<file path="src/rtl/audio_irq_pkg.sv">
package audio_irq_pkg;
  // Strobes from read control to the status datapath
  typedef struct packed {
    logic capture;    // load rdData this cycle
    logic clearReq;   // clearing read of the status word
    logic selStatus;  // address maps onto the status word
  } rdCtl_t;
endpackage

</file>
<file path="src/rtl/audio_irq_ctrl.sv">
module audio_irq_ctrl
  import audio_irq_pkg::*;
#(
  parameter int ADDR_W       = 2,
  parameter int ADDR_PRIMARY = 0,
  parameter int ADDR_MIRROR  = 2
) (
  input  logic              rdStrobe,
  input  logic [ADDR_W-1:0] rdAddr,
  output rdCtl_t            ctl
);
  localparam logic [ADDR_W-1:0] PRI = ADDR_W'(ADDR_PRIMARY);
  localparam logic [ADDR_W-1:0] MIR = ADDR_W'(ADDR_MIRROR);

  logic hitPrimary;
  logic hitMirror;

  always_comb begin
    hitPrimary    = (rdAddr == PRI);
    hitMirror     = (rdAddr == MIR);
    ctl.capture   = rdStrobe;
    ctl.clearReq  = rdStrobe & hitPrimary;
    ctl.selStatus = hitPrimary | hitMirror;
  end
endmodule

</file>
<file path="src/rtl/audio_irq_srcgen.sv">
module audio_irq_srcgen #(
  parameter int NUM_MASTERS = 6,
  localparam int SRC_W      = NUM_MASTERS + 2
) (
  input  logic                   clk,
  input  logic                   rstN,
  input  logic [NUM_MASTERS-1:0] mstEnable,
  input  logic [NUM_MASTERS-1:0] eopFlag,
  input  logic                   codecSerIrq,
  input  logic                   codecSerEn,
  input  logic                   codecGpioIrq,
  input  logic                   codecGpioEn,
  input  logic                   ioTrapPulse,
  output logic [SRC_W-1:0]       setVec,
  output logic [SRC_W-1:0]       holdVec
);
  logic [NUM_MASTERS-1:0] eopPrev;
  logic                   codecActive;

  always_ff @(posedge clk) begin
    if (!rstN) eopPrev <= '0;
    else       eopPrev <= eopFlag;
  end

  always_comb begin
    codecActive = (codecSerIrq & codecSerEn) | (codecGpioIrq & codecGpioEn);
    setVec[0]   = ioTrapPulse;
    holdVec[0]  = ioTrapPulse;
    setVec[1]   = codecActive;
    holdVec[1]  = codecActive;
  end

  for (genvar m = 0; m < NUM_MASTERS; m++) begin : g_master
    // rising end-of-page while enabled raises the event
    assign setVec[m+2]  = mstEnable[m] & eopFlag[m] & ~eopPrev[m];
    // the flag itself blocks clearing
    assign holdVec[m+2] = eopFlag[m];
  end
endmodule

</file>
<file path="src/rtl/audio_irq_datapath.sv">
module audio_irq_datapath
  import audio_irq_pkg::*;
#(
  parameter int SRC_W  = 8,
  parameter int DATA_W = 16,
  localparam int PAD_W = DATA_W - SRC_W
) (
  input  logic              clk,
  input  logic              rstN,
  input  rdCtl_t            ctl,
  input  logic [SRC_W-1:0]  setVec,
  input  logic [SRC_W-1:0]  holdVec,
  output logic [SRC_W-1:0]  statusQ,
  output logic [DATA_W-1:0] rdData,
  output logic              summaryIrq
);
  logic [SRC_W-1:0]  clearMask;
  logic [SRC_W-1:0]  statusNext;
  logic [DATA_W-1:0] readWord;

  always_comb begin
    clearMask  = ctl.clearReq ? ~holdVec : '0;
    statusNext = setVec | (statusQ & ~clearMask);
    readWord   = ctl.selStatus ? {{PAD_W{1'b0}}, statusQ} : '0;
  end

  always_ff @(posedge clk) begin
    if (!rstN) begin
      statusQ    <= '0;
      rdData     <= '0;
      summaryIrq <= 1'b0;
    end else begin
      statusQ    <= statusNext;
      summaryIrq <= |statusQ;
      if (ctl.capture) rdData <= readWord;
    end
  end
endmodule

</file>
<file path="src/rtl/audio_irq_collector.sv">
module audio_irq_collector
  import audio_irq_pkg::*;
#(
  parameter int NUM_MASTERS  = 6,
  parameter int DATA_W       = 16,
  parameter int ADDR_W       = 2,
  parameter int ADDR_PRIMARY = 0,
  parameter int ADDR_MIRROR  = 2,
  localparam int SRC_W       = NUM_MASTERS + 2
) (
  input  logic                   clk,
  input  logic                   rstN,
  input  logic [NUM_MASTERS-1:0] mstEnable,
  input  logic [NUM_MASTERS-1:0] eopFlag,
  input  logic                   codecSerIrq,
  input  logic                   codecSerEn,
  input  logic                   codecGpioIrq,
  input  logic                   codecGpioEn,
  input  logic                   ioTrapPulse,
  input  logic [ADDR_W-1:0]      rdAddr,
  input  logic                   rdStrobe,
  output logic [DATA_W-1:0]      rdData,
  output logic                   summaryIrq
);
  rdCtl_t           rdCtl;
  logic [SRC_W-1:0] setVec;
  logic [SRC_W-1:0] holdVec;
  logic [SRC_W-1:0] statusWord;

  audio_irq_ctrl #(
    .ADDR_W(ADDR_W), .ADDR_PRIMARY(ADDR_PRIMARY), .ADDR_MIRROR(ADDR_MIRROR)
  ) u_ctrl (
    .rdStrobe(rdStrobe), .rdAddr(rdAddr), .ctl(rdCtl)
  );

  audio_irq_srcgen #(.NUM_MASTERS(NUM_MASTERS)) u_src (
    .clk(clk), .rstN(rstN), .mstEnable(mstEnable), .eopFlag(eopFlag),
    .codecSerIrq(codecSerIrq), .codecSerEn(codecSerEn),
    .codecGpioIrq(codecGpioIrq), .codecGpioEn(codecGpioEn),
    .ioTrapPulse(ioTrapPulse), .setVec(setVec), .holdVec(holdVec)
  );

  audio_irq_datapath #(.SRC_W(SRC_W), .DATA_W(DATA_W)) u_dp (
    .clk(clk), .rstN(rstN), .ctl(rdCtl), .setVec(setVec), .holdVec(holdVec),
    .statusQ(statusWord), .rdData(rdData), .summaryIrq(summaryIrq)
  );
endmodule

</file>
<file path="config.mk">
export PLATFORM = sky130hd
export DESIGN_NAME = audio_irq_collector
export DESIGN_NICKNAME = d
export VERILOG_FILES = /design/src/rtl/audio_irq_pkg.sv /design/src/rtl/audio_irq_ctrl.sv /design/src/rtl/audio_irq_srcgen.sv /design/src/rtl/audio_irq_datapath.sv /design/src/rtl/audio_irq_collector.sv
export SDC_FILE = /design/constraint.sdc
export NUM_CORES = 1
export LEC_CHECK = 0
export BUFFER_PORTS_ARGS = -buffer_cell sky130_fd_sc_hd__buf_2
export CAP_MARGIN = 20
export CORE_AREA = 2 2 67 53
export DETAILED_ROUTE_END_ITERATION = 8
export DIE_AREA = 0 0 69 55
export PLACE_DENSITY_LB_ADDON = 0.25
export SYNTH_ARGS = -nofsm -noshare
export SYNTH_HDL_FRONTEND = slang
export SYNTH_SLANG_ARGS = --single-unit
</file>
<file path="constraint.sdc">
create_clock -name clk -period 3.7 [get_ports clk]
set_input_delay 0.555 -clock clk [delete_from_list [all_inputs] [get_ports clk]]
set_output_delay 0.555 -clock clk [all_outputs]
set_load 0.01 [all_outputs]
</file>
# Word level (Yosys, flattened, before mapping)
# Index checks and enable logic that the tools add are counted.
# word_totals
regBits	31
latchBits	0
ram_bits	0
mem_bits_ro	0
input_bits	22
out_inout_bits	17
word_cells	36
mem_count	0
# classes
add_sub_neg	0
n_mul	0
div_mod_pow	0
order_cmp	0
eq_ne	1
n_shift	0
muxes	2
bitwise_logic	27
n_reduce_logical	2
# op_table
op	n
$mux W8	2
$not A8 Y8	2
$and A1 B1 Y1	15
$and A8 B8 Y8	1
$or A8 B8 Y8	1
$reduce_or A8 Y1	1
$not A1 Y1	6
$eq A2 B2 Y1 const B	1
$logic_not A2 Y1	1
$or A1 B1 Y1	2

# Depth between registers and ports, before layout
# depth
ltp_word	7
depth_mapped	5
mapped_depth_nobuf	3

# Cells and area by module
# Synthesis repeated with hierarchy kept, for this count alone.
# hier_totals
cells_unflattened	112
area_unflattened_um2	1134.8
# by_module_without_submodules
module	n_inst	cells_each	area_each_um2	seq_area_each_um2
audio_irq_datapath	1	80	817.0	340.3
audio_irq_srcgen	1	29	294.0	120.1
audio_irq_ctrl	1	3	23.8	0.0

# Least setup slack after synthesis
# No wires, ideal clock.
# synth_timing
path_type	input to register
start	input rdStrobe
end	register u_dp.statusQ[1]
setup_ns	0.117
arrival_ns	1.528
t_required_ns	3.583
slack_ns	2.056
path_stages	5
n_path_buf	2
path_cell_list	buf_2 > or3b_1 > buf_2 > and2_4 > a22o_1
# synth_between
elab_chain_cells	5
# synth_rtl
item	line	rtl
start: declaration	audio_irq_collector.sv:21	input logic rdStrobe,
$and A1 B1 Y1	audio_irq_ctrl.sv:22	ctl.clearReq = rdStrobe & hitPrimary;
$mux W8	audio_irq_datapath.sv:22	clearMask = ctl.clearReq ? ~holdVec : '0;
$not A8 Y8	audio_irq_datapath.sv:23	statusNext = setVec | (statusQ & ~clearMask);
$and A8 B8 Y8	audio_irq_datapath.sv:23	
$or A8 B8 Y8	audio_irq_datapath.sv:23	
end signal: assignment	audio_irq_datapath.sv:33	statusQ <= statusNext;
end: declaration	audio_irq_datapath.sv:13	output logic [SRC_W-1:0] statusQ,
# Every way passes these cells.
# A chain may end at the register's enable or synchronous reset.

# Final worst setup path
# Ends and elaborated chain as after synthesis.

==> results.json <==
{
  "post-dp-hpwl_um": 1415,
  "syn_avg_cell_area_um2": 8.925,
  "via_per_inst": 4.279,
  "hold_path_class": "reg -> reg",
  "routed_wl_um": 1827,
  "cts_tree": "built",
  "yosys.area.top_type": "dfxtp_1",
  "maxCapViolations": 0,
  "antenna_found_initial": 0,
  "port_buffers": 30,
  "n_fill_cell": 351,
  "hold_viol_final": 0,
  "synth.ff_latch_count": 23,
  "finalSetupViolCount": 0,
  "multi_input_area_um2": 384.1,
  "post_drt_wl_per_cell_um": 10.62,
  "layout-area-overhead-vs-synth_pct": 19.09,
  "cp.arrival_ns": 1.69,
  "fin_crit_sh_pct": 41.08,
  "post-route-util_pct": 35.40,
  "fp-row-count": 18,
  "fin_tns_setup_ns": 0,
  "cts_resized": 0,
  "dr.first_iter.drc_count": 24,
  "ys_warn_count": 0,
  "critPathMaxFanout": 17,
  "drc": 0,
  "synth_ff_type": "dfxtp_1",
  "post_cts_buffers": 0,
  "antenna_cells": 0,
  "p_total_mw": 0.4819,
  "numCtsBuffers": 3,
  "clk_pin_slew_ns": 0.08,
  "dr_total_vias": 736,
  "nets": 155,
  "async_reset_ff_share_pct": 0,
  "place_congestion": 0.7302,
  "grt_pass1_vias": 644,
  "grt_first_pass_wirelength_um": 2925,
  "clkLatencyLatePin_ns": 0.27,
  "peakVddDrop_mv": 0.3040,
  "grt_setup_unrepaired": "no",
  "synthTopCellsByCount": "dfxtp_1 (23), and2_1 (13), nand2_1 (12), buf_4 (8)",
  "clockBufferDepth": 2,
  "clock_skew_ns": 0.006974,
  "final-seq-area_um2": 460.4,
  "coreArea_um2": 3153,
  "cts-root-buf": "clkbuf_8",
  "critPathRequiredTime_ns": 3.87,
  "post-route-min-period_ns": 1.520,
  "ys_seq_area_share_pct": 49.13,
  "p_leak_nw": 0.5185,
  "synth_area_leaders": "dfxtp_1 (49%), and2_1 (8.7%), buf_4 (6.4%)",
  "placedInstanceArea_um2": 1071,
  "hold_buffers": 0,
  "track_usage_pct": 10.21,
  "drv_slew": 0,
  "synthCells": 105,
  "io_pins": 39,
  "clock_sinks": 23,
  "fmax_mhz": 657.9,
  "hold_slack_ns": 0.4942,
  "power_density_nw_per_um2": 431.8,
  "syn-cell-area_um2": 937.1,
  "run_status": "finished, final reports clean",
  "final_area_um2": 1116,
  "critPathLaunchType": "input port",
  "grt_max_degree": 24,
  "first_pass_iters": 4,
  "cp-end-kind": "register",
  "yosys.area.top_type_share_pct": 49.13,
  "critPathKind": "in -> reg",
  "synth.most_common_cell": "dfxtp_1",
  "die_h_um": 55,
  "h-tree-depth": 1,
  "die_area_um2": 3795,
  "start_util_pct": 29.72,
  "synth-edff-count": 0,
  "grt_overflow": 0,
  "drive_above_1_share_pct": 25.76,
  "die_x_um": 69,
  "ant_nets": 0,
  "ys_types": 22
}
worst max-delay path, cell delays in order:
cell and delay [ns]:
buf_2 0.23, or3b_1 0.48, and2_4 0.21, a22o_1 0.21
kinds of logic (layout without fill, tap and decap cells):
group,Yosys count,after routing,share of synthesized area (%)
AO/OA/AOI/OAI,18,18,12.68
buffers and inverters,21,41,12.68
other,1,8,0.4001
AND/OR/NAND/NOR,42,42,25.10
flip-flops,23,23,49.13
cells in the final DEF (no fill, tap or decap):
cell	n
conb_1	8
nor4_1	2
inv_1	7
nand2b_1	1
a22o_1	3
buf_2	30
o22a_1	1
nand2_1	12
nand3b_1	1
clkbuf_1	1
o22ai_1	7
nand3_1	5
a21boi_0	2
o21ai_0	5
nor2b_1	5
clkbuf_8	3
and2_1	13
dfxtp_1	23
and3b_1	1
and2_4	1
or3b_1	1
layer usage:
metal	GRT usage, %	wire length [µm]	share of wire, %	vias up
li1	-	-	-	382
met1	12.16	872	48	320
met2	16.51	792	43	32
met3	4.710	150	8.2	2
met4	3.922	12	0.66	0
met5	0	0	0	-
area by class of cell:
class	instances	share of cell area, %
sequential	23	41.26
inverter	7	2.354
clock buffer	4	4.036
multi-input combinational	68	34.42
timing repair buffer	30	13.45
tap	40	4.484
state kept, by name, indices dropped and copies added (netlist names):
signal           cells
u_dp.rdData          8
u_dp.statusQ         8
u_dp.summaryIrq      1
u_src.eopPrev        6
final timing paths:
| kind | cells past startpoint | startpoint | endpoint | slack (ns) |
|---|---|---|---|---|
| worst max register to register | 2 | u_dp.statusQ[2]$_SDFF_PN0_ | u_dp.summaryIrq$_SDFF_PN0_ | 2.85 |
| worst min register to register | 2 | u_dp.statusQ[4]$_SDFF_PN0_ | u_dp.statusQ[4]$_SDFF_PN0_ | 0.49 |
| worst min-delay path | 2 | u_dp.statusQ[4]$_SDFF_PN0_ | u_dp.statusQ[4]$_SDFF_PN0_ | 0.49 |
| worst max-delay path | 4 | rdStrobe | u_dp.statusQ[1]$_SDFF_PN0_ | 2.18 |
power breakdown:
part / internal (mW) / leakage, nW / switching (mW)
Sequential: 0.263 / 0.190 / 0.0111
Clock: 0.0769 / 0.0228 / 0.0783
Combinational: 0.0262 / 0.306 / 0.0261
per-stage QoR:
stage                     setup WS, ns  std cells
after floorplan                  2.056        112
after global routing             2.125        172
after CTS                        2.181        172
final                            2.180        172
after global placement           1.909        168
after detailed placement         1.890        168
(Power assumes the default switching activity.)
